## src/rtl/out_ep_pkg.sv

```systemverilog
package out_ep_pkg;

    typedef enum logic [1:0] {
        S_IDLE  = 2'd0,
        S_RECV  = 2'd1,
        S_REPLY = 2'd2
    } rx_state_e;

    typedef enum logic [1:0] {
        HS_NONE = 2'b00,
        HS_ACK  = 2'b01,
        HS_NAK  = 2'b10
    } hs_e;

    typedef enum logic [2:0] {
        OC_GOOD     = 3'd0,
        OC_MISMATCH = 3'd1,
        OC_OVERFLOW = 3'd2,
        OC_FORCED   = 3'd3,
        OC_ERROR    = 3'd4
    } outcome_e;

endpackage

```

## src/rtl/ep_rx_fifo.sv

```systemverilog
// Receive FIFO with a speculative and a committed write pointer.
// DEPTH must be a power of two.
module ep_rx_fifo #(
    parameter int DEPTH = 16,
    localparam int AW = $clog2(DEPTH),
    localparam int PW = AW + 1
) (
    input  logic          clk,
    input  logic          rst_n,
    input  logic          wr_en,
    input  logic [7:0]    wr_data,
    input  logic          commit,
    input  logic          rollback,
    input  logic          pop,
    output logic          full,
    output logic [PW-1:0] level,
    output logic [7:0]    rd_data
);

    logic [7:0]    mem [DEPTH];
    logic [PW-1:0] spec_ptr;
    logic [PW-1:0] com_ptr;
    logic [PW-1:0] rd_ptr;

    assign full    = (spec_ptr - rd_ptr) == PW'(DEPTH);
    assign level   = com_ptr - rd_ptr;
    assign rd_data = mem[rd_ptr[AW-1:0]];

    always_ff @(posedge clk) begin
        if (!rst_n) begin
            spec_ptr <= '0;
            com_ptr  <= '0;
            rd_ptr   <= '0;
        end else begin
            if (rollback) begin
                spec_ptr <= com_ptr;
            end else if (wr_en && !full) begin
                spec_ptr <= spec_ptr + 1'b1;
            end
            if (commit) begin
                com_ptr <= spec_ptr;
            end
            if (pop && (level != '0)) begin
                rd_ptr <= rd_ptr + 1'b1;
            end
        end
    end

    always_ff @(posedge clk) begin
        if (wr_en && !full) begin
            mem[spec_ptr[AW-1:0]] <= wr_data;
        end
    end

endmodule

```

## src/rtl/out_ep_verdict.sv

```systemverilog
// Picks the end-of-packet outcome and the actions that follow from it.
module out_ep_verdict
    import out_ep_pkg::*;
#(
    parameter int MAX_PKT = 8,
    localparam int CNT_W = $clog2(MAX_PKT + 2)
) (
    input  logic             err_i,
    input  logic             big_i,
    input  logic             forced_i,
    input  logic             ovf_i,
    input  logic             pid_i,
    input  logic             exp_tog_i,
    input  logic [CNT_W-1:0] cnt_i,
    input  logic             general_i,
    input  logic             dis_nak_i,
    output hs_e              hs_o,
    output logic             ev_ack_o,
    output logic             ev_short_o,
    output logic             ev_nak_o,
    output logic             ev_err_o,
    output logic             commit_o,
    output logic             rollback_o,
    output logic             set_fnak_o,
    output logic             flip_tog_o
);

    outcome_e oc;
    logic     is_short;

    assign is_short = (cnt_i < CNT_W'(MAX_PKT)) && general_i;

    always_comb begin
        if (err_i || big_i) begin
            oc = OC_ERROR;
        end else if (forced_i) begin
            oc = OC_FORCED;
        end else if (ovf_i) begin
            oc = OC_OVERFLOW;
        end else if (pid_i != exp_tog_i) begin
            oc = OC_MISMATCH;
        end else begin
            oc = OC_GOOD;
        end
    end

    always_comb begin
        hs_o       = HS_NONE;
        ev_ack_o   = 1'b0;
        ev_short_o = 1'b0;
        ev_nak_o   = 1'b0;
        ev_err_o   = 1'b0;
        commit_o   = 1'b0;
        rollback_o = 1'b0;
        set_fnak_o = 1'b0;
        flip_tog_o = 1'b0;
        unique case (oc)
            OC_ERROR: begin
                ev_err_o   = 1'b1;
                rollback_o = 1'b1;
            end
            OC_FORCED, OC_OVERFLOW: begin
                hs_o       = HS_NAK;
                ev_nak_o   = general_i;
                rollback_o = 1'b1;
            end
            OC_MISMATCH: begin
                hs_o       = HS_ACK;
                rollback_o = 1'b1;
            end
            OC_GOOD: begin
                hs_o       = HS_ACK;
                ev_ack_o   = 1'b1;
                commit_o   = 1'b1;
                flip_tog_o = 1'b1;
                ev_short_o = is_short;
                set_fnak_o = is_short && !dis_nak_i;
            end
            default: begin
                hs_o = HS_NONE;
            end
        endcase
    end

endmodule

```

## src/rtl/out_ep_responder.sv

```systemverilog
module out_ep_responder
    import out_ep_pkg::*;
#(
    parameter int NUM_EP     = 5,
    parameter int FIFO_DEPTH = 16,
    parameter int MAX_PKT    = 8,
    localparam int EP_W  = $clog2(NUM_EP),
    localparam int LVL_W = $clog2(FIFO_DEPTH) + 1,
    localparam int CNT_W = $clog2(MAX_PKT + 2)
) (
    input  logic                    clk,
    input  logic                    rst_n,
    input  logic                    tok_valid,
    input  logic [EP_W-1:0]         tok_ep,
    input  logic                    tok_data1,
    input  logic                    rx_valid,
    input  logic [7:0]              rx_byte,
    input  logic                    eop_valid,
    input  logic                    eop_err,
    input  logic [NUM_EP-1:0]       dis_auto_nak,
    input  logic [NUM_EP-1:0]       nak_clr,
    output logic                    hs_valid,
    output logic [1:0]              hs_code,
    output logic [NUM_EP-1:0]       evt_ack,
    output logic [NUM_EP-1:0]       evt_short,
    output logic [NUM_EP-1:0]       evt_nak,
    output logic [NUM_EP-1:0]       evt_err,
    output logic [NUM_EP-1:0]       force_nak,
    output logic [NUM_EP-1:0]       exp_toggle,
    input  logic [EP_W-1:0]         rd_ep,
    input  logic                    rd_pop,
    output logic [7:0]              rd_data,
    output logic [NUM_EP*LVL_W-1:0] rx_level
);

    rx_state_e state, state_nx;

    logic [EP_W-1:0]   ep_r;
    logic              pid_r;
    logic [CNT_W-1:0]  cnt_r;
    logic              ovf_r;
    logic              big_r;
    logic              err_r;
    logic              forced_r;
    logic [NUM_EP-1:0] tog_r;
    logic [NUM_EP-1:0] fnak_r;

    logic tok_accept;
    logic eop_seen;
    logic at_max;
    logic in_reply;

    logic [NUM_EP-1:0] full_v;
    logic [NUM_EP-1:0] wr_v;
    logic [NUM_EP-1:0] pop_v;
    logic [NUM_EP-1:0] com_v;
    logic [NUM_EP-1:0] rb_v;
    logic [7:0]        rdd   [NUM_EP];
    logic [LVL_W-1:0]  lvl   [NUM_EP];

    hs_e  v_hs;
    logic v_ack, v_short, v_nak, v_err, v_commit, v_rollback, v_set_fnak, v_flip;

    assign tok_accept = (state == S_IDLE) && tok_valid && (int'(tok_ep) < NUM_EP);
    assign eop_seen   = (state == S_RECV) && eop_valid;
    assign at_max     = (cnt_r == CNT_W'(MAX_PKT));
    assign in_reply   = (state == S_REPLY);

    // State register
    always_ff @(posedge clk) begin
        if (!rst_n) begin
            state <= S_IDLE;
        end else begin
            state <= state_nx;
        end
    end

    // Next-state logic
    always_comb begin
        state_nx = state;
        unique case (state)
            S_IDLE:  if (tok_accept) state_nx = S_RECV;
            S_RECV:  if (eop_seen)   state_nx = S_REPLY;
            S_REPLY: state_nx = S_IDLE;
            default: state_nx = S_IDLE;
        endcase
    end

    // Per-packet context
    always_ff @(posedge clk) begin
        if (!rst_n) begin
            ep_r     <= '0;
            pid_r    <= 1'b0;
            cnt_r    <= '0;
            ovf_r    <= 1'b0;
            big_r    <= 1'b0;
            err_r    <= 1'b0;
            forced_r <= 1'b0;
        end else if (tok_accept) begin
            ep_r     <= tok_ep;
            pid_r    <= tok_data1;
            cnt_r    <= '0;
            ovf_r    <= 1'b0;
            big_r    <= 1'b0;
            err_r    <= 1'b0;
            forced_r <= fnak_r[tok_ep];
        end else if (state == S_RECV) begin
            if (rx_valid) begin
                if (at_max) begin
                    big_r <= 1'b1;
                end else begin
                    cnt_r <= cnt_r + 1'b1;
                end
                if (!forced_r && !at_max && full_v[ep_r]) begin
                    ovf_r <= 1'b1;
                end
            end
            if (eop_valid) begin
                err_r <= eop_err;
            end
        end
    end

    out_ep_verdict #(
        .MAX_PKT (MAX_PKT)
    ) u_verdict (
        .err_i      (err_r),
        .big_i      (big_r),
        .forced_i   (forced_r),
        .ovf_i      (ovf_r),
        .pid_i      (pid_r),
        .exp_tog_i  (tog_r[ep_r]),
        .cnt_i      (cnt_r),
        .general_i  (ep_r != '0),
        .dis_nak_i  (dis_auto_nak[ep_r]),
        .hs_o       (v_hs),
        .ev_ack_o   (v_ack),
        .ev_short_o (v_short),
        .ev_nak_o   (v_nak),
        .ev_err_o   (v_err),
        .commit_o   (v_commit),
        .rollback_o (v_rollback),
        .set_fnak_o (v_set_fnak),
        .flip_tog_o (v_flip)
    );

    // Output process
    always_comb begin
        hs_valid  = in_reply && (v_hs != HS_NONE);
        hs_code   = in_reply ? v_hs : HS_NONE;
        evt_ack   = '0;
        evt_short = '0;
        evt_nak   = '0;
        evt_err   = '0;
        com_v     = '0;
        rb_v      = '0;
        if (in_reply) begin
            evt_ack[ep_r]   = v_ack;
            evt_short[ep_r] = v_short;
            evt_nak[ep_r]   = v_nak;
            evt_err[ep_r]   = v_err;
            com_v[ep_r]     = v_commit;
            rb_v[ep_r]      = v_rollback;
        end
    end

    // Toggle and force-NAK flags
    always_ff @(posedge clk) begin
        if (!rst_n) begin
            tog_r  <= '0;
            fnak_r <= '0;
        end else begin
            for (int e = 0; e < NUM_EP; e++) begin
                if (in_reply && (int'(ep_r) == e) && v_flip) begin
                    tog_r[e] <= ~tog_r[e];
                end
                if (in_reply && (int'(ep_r) == e) && v_set_fnak) begin
                    fnak_r[e] <= 1'b1;
                end else if (nak_clr[e]) begin
                    fnak_r[e] <= 1'b0;
                end
            end
        end
    end

    assign force_nak  = fnak_r;
    assign exp_toggle = tog_r;

    genvar g;
    generate
        for (g = 0; g < NUM_EP; g++) begin : g_ep
            assign wr_v[g]  = (state == S_RECV) && rx_valid && !forced_r && !at_max
                              && !ovf_r && (int'(ep_r) == g);
            assign pop_v[g] = rd_pop && (int'(rd_ep) == g);

            ep_rx_fifo #(
                .DEPTH (FIFO_DEPTH)
            ) u_fifo (
                .clk      (clk),
                .rst_n    (rst_n),
                .wr_en    (wr_v[g]),
                .wr_data  (rx_byte),
                .commit   (com_v[g]),
                .rollback (rb_v[g]),
                .pop      (pop_v[g]),
                .full     (full_v[g]),
                .level    (lvl[g]),
                .rd_data  (rdd[g])
            );

            assign rx_level[g*LVL_W +: LVL_W] = lvl[g];
        end
    endgenerate

    always_comb begin
        rd_data = '0;
        for (int e = 0; e < NUM_EP; e++) begin
            if (int'(rd_ep) == e) begin
                rd_data = rdd[e];
            end
        end
    end

endmodule

```

## config.mk

```make
export PLATFORM = sky130hd
export DESIGN_NAME = out_ep_responder
export DESIGN_NICKNAME = d
export VERILOG_FILES = /design/src/rtl/out_ep_pkg.sv /design/src/rtl/ep_rx_fifo.sv /design/src/rtl/out_ep_verdict.sv /design/src/rtl/out_ep_responder.sv
export SDC_FILE = /design/constraint.sdc
export NUM_CORES = 1
export LEC_CHECK = 0
export ABC_AREA = 1
export BUFFER_PORTS_ARGS = -buffer_cell sky130_fd_sc_hd__buf_4
export CORE_AREA = 2 2 244 246
export DETAILED_ROUTE_END_ITERATION = 8
export DIE_AREA = 0 0 246 248
export PLACE_DENSITY = 0.75
export SYNTH_ARGS = -nofsm -noshare
export SYNTH_HDL_FRONTEND = slang
export SYNTH_SLANG_ARGS = --single-unit
```

## constraint.sdc

```tcl
create_clock -name clk -period 2.6 [get_ports clk]
set_clock_uncertainty 0.05 [all_clocks]
set_input_delay 0.39 -clock clk [delete_from_list [all_inputs] [get_ports clk]]
set_output_delay 0.39 -clock clk [all_outputs]
set_load 0.02 [all_outputs]
```

==> results.md <==
- Sequential fraction of the synthesis area: 66.5%
- Cell Rows: 89
- Maximum net fanout on the critical path: 30
- Final-report max-slew violation count: 0
- TritonCTS Buffers: 77
- Number of DRC markers in iteration 0: 2873
- Smallest setup slack after layout: -0.356 ns
- Critical Path Max Stage Delay: 0.44 ns
- Reg-to-reg setup timing slack: 0.09 ns
- Initial Utilization: 55.6%
- Rel. slew slack: 51.7%
- Most used flip-flop cell after synthesis: edfxtp_1
- Share of the clock period used by the worst path after layout: 114%
- Clock transition at path regs: 0.06 ns
- Final Hold Slack: 0.0281 ns
- Number of filler instances in the final layout: 4006
- Place WS: -0.527 ns
- Number of inserted diodes: 0
- I/O pin count: 98
- Die width: 246 um
- Maximum number of pins on one net before global-route repair: 73
- Met1 track demand over resource: 38.9%
- Result of the run: finished with violations
- Wire length reported by the detailed router: 90.1 mm
- Worst hold path type: in -> reg
- Area occupied by multi-input gates: 0.0105 mm^2
- CP Data Required Time: 2.16 ns
- Gr busiest metal: met2
- DP Wirelength: 57.3 mm
- Number of placed cells counting well taps: 3878
- Number of non-filler instances in the completed layout: 4075
- Max-capacitance violation count: 0
- Maximum frequency from static timing analysis: 338 MHz
- H-tree depth: 3
- Reg2Reg Depth: 13
- Share of flip-flops with an asynchronous set or reset: 0%
- Overflow after GRT: 0
- Area taken by flip-flops and latches: 0.0216 mm^2
- Number of design rule violations left after detail routing: 0
- Met2 demand-to-capacity share in global routing: 47.1%
- Post-synth cell types: 41
- Count of flip-flops with a built-in enable after synthesis: 640
- Number of detailed-routing iterations run before antenna repair: 6
- Synthesis-to-layout area growth: 22.0%
- Setup TNS: -2.81 ns
- CP Launch Type: register
- Global-route wire length before repair: 136 mm
- Startpoint of the most critical hold path: eop_err
- Post-Synthesis Cells: 2952
- Minimum clock period: 2.96 ns
- Drt via density: 6.06
- Area of the die: 0.0610 mm^2
- Core Area: 0.0585 mm^2
- Via count: 24700
- R2R Path Start: g_ep[0].u_fifo.rd_ptr[3]
- Cell-by-cell trace of the critical path: inv_6 > buf_12 > o21ai_0 > o211ai_1 > o211ai_1 > nand2_1 > nand2_2 > nand2_2 > a21oi_2 > buf_4 > nand3_2 > buf_6
- Vertical extent of the die: 248 um
- End of the worst register-to-register path: g_ep[0].u_fifo.mem[7][0]
- Global-route usage over all layers: 29.2%
- Final count of hold timing violations: 0
- Unrepaired setup endpoints after global routing: true
- TritonCTS clock tree: built
- CP Capture Type: primary output
- Maximum clock path buffer count: 3
- Clock root buffer: clkbuf_16
- Failing checks: negative setup slack
- Yosys warning count: 0
- Peak supply drop: 0.431 mV
- Arrival time at the worst endpoint: 2.52 ns
- Share of post-route cells with drive strength above 1: 20.4%
- Leakage Power: 0.0145 uW
- Classification of the worst setup path: reg -> out
- Clk Latency, worst-skew pair: 0.61 ns
- Final routed wire length divided by cell count: 22.1 um
- Final estimated routing congestion in global placement: 0.965
- Sink Count: 759
- Via count of the first global-routing pass: 24200
- Average instance area after synthesis: 11.0 um^2
- Met3 Use GR: 5.11%
- Final number of setup-violating endpoints: 15
- Slowest cell on crit path: dfxtp_4
- Initial antenna violation count: 0
- Power density over cell area: 650 mW/mm^2
- Cell Area, Synth: 0.0325 mm^2
- Measured slew at the worst slew-check pin: 0.717 ns
- Hold Path Sink: err_r
- Register bit total from synthesis: 759
- Number of antenna-violating nets in the routed design: 0
- Post-layout nets: 3345
- Worst hold path cell count: 3
- Number of buffer cells added on primary ports: 95
stage by stage:
stage	cell area, um^2	total power [uW]	utilization [%]
finish	39600	25800	67.8
global placement	35300	14500	60.5
floorplan	32500	13900	-
CTS	38900	25700	66.5
detailed placement	35300	14500	60.5
global route	39600	26400	67.8
layer usage:
layer / routed length [um] / up-vias
li1: - / 11100
met1: 34600 / 11900
met2: 42900 / 1455
met3: 8770 / 255
met4: 3840 / 0
met5: 0 / -
repair_timing:
action,in CTS,in global routing
pin swaps,50,42
gates resized for setup,166,178
hold endpoints to repair,7,0
endpoints found under the setup margin,286,479
cloned,4,0
setup buffers,25,22
hold buffers,6,0
registers in the layout, indices dropped and copies added (netlist names), named ones only:
signal / count
pid_r: 1
g_ep.u_fifo.spec_ptr: 25
forced_r: 1
g_ep.u_fifo.rd_ptr: 25
state: 2
err_r: 1
force_nak: 5
g_ep.u_fifo.mem: 640
ovf_r: 1
exp_toggle: 5
cnt_r: 4
g_ep.u_fifo.com_ptr: 25
big_r: 1
ep_r: 3
power breakdown:
| group | internal [uW] | switching, uW | leakage [uW] |
|---|---|---|---|
| clock | 6820 | 4530 | 0.00127 |
| combinational | 401 | 797 | 0.00651 |
| sequential | 13200 | 28.9 | 0.00672 |
| total | 20400 | 5360 | 0.0145 |
cells in the final DEF (no fill, tap or decap), drive strengths merged, types with 3 or more instances in the layout:
cell type,count
nand2,303
nand3b,11
bufinv,10
fa,5
clkinvlp,3
nor3,20
inv,184
clkbuf,106
nand4,7
dlygate4sd3,6
o221ai,64
buf,340
nor2,539
o21ai,422
o211ai,44
nor3b,3
nand3,158
clkinv,26
o22ai,67
ha,67
dfxtp,119
a21oi,96
edfxtp,640
xor2,19
xnor2,27
cell usage after synthesis, drive strengths merged, types with 20 or more instances:
| cell | instances | area, um^2 |
|---|---|---|
| buf | 20 | 128 |
| nand2 | 303 | 1160 |
| inv | 187 | 702 |
| o211ai | 44 | 330 |
| xnor2 | 27 | 236 |
| clkbuf | 119 | 447 |
| nor2 | 539 | 2060 |
| a21oi | 96 | 480 |
| o221ai | 64 | 561 |
| o22ai | 67 | 419 |
| nor3 | 20 | 110 |
| nand3 | 158 | 796 |
| dfxtp | 119 | 2380 |
| ha | 67 | 838 |
| edfxtp | 640 | 19200 |
| o21ai | 422 | 2110 |
critical path, delay by kind of cell (launching register included):
| kind | cells | cell delay (ns) |
|---|---|---|
| buffers and inverters | 4 | 0.55 |
| DFF | 1 | 0.44 |
| AOI/OAI and AO/OA | 4 | 0.55 |
| and+or+nand+nor | 4 | 0.37 |
cell families after synthesis:
logic type / after synthesis / synth area share (%)
AOI/OAI and AO/OA: 701 / 12.2
xor gates and xnor gates: 46 / 1.24
adders and majority gates: 72 / 2.89
buffers and inverters: 328 / 3.95
DFF: 759 / 66.5
other: 1 / 0.0115
and+or+nand+nor: 1045 / 13.2
worst max path at each step:
stage / from / end / cells after the start
floorplan: g_ep[0].u_fifo.rd_ptr[1] / g_ep[0].u_fifo.mem[0][0] / 13
global route: register / rd_data[1] / 11
finish: register / rd_data[2] / 12
global placement: g_ep[3].u_fifo.rd_ptr[2] / g_ep[3].u_fifo.mem[4][0] / 12
detailed placement: g_ep[3].u_fifo.rd_ptr[2] / g_ep[3].u_fifo.mem[1][1] / 12
CTS: register / rd_data[0] / 13
cell type report:
cell class                 count  share of cell area, %
inverter                     189                   1.90
clock buffer                 106                   5.47
sequential                   759                   54.6
clock inverter                34                   1.05
tap                          773                   2.44
timing repair buffer         348                   8.04
multi-input combinational   1866                   26.5
Note: power is estimated with default switching activity, not from simulation.
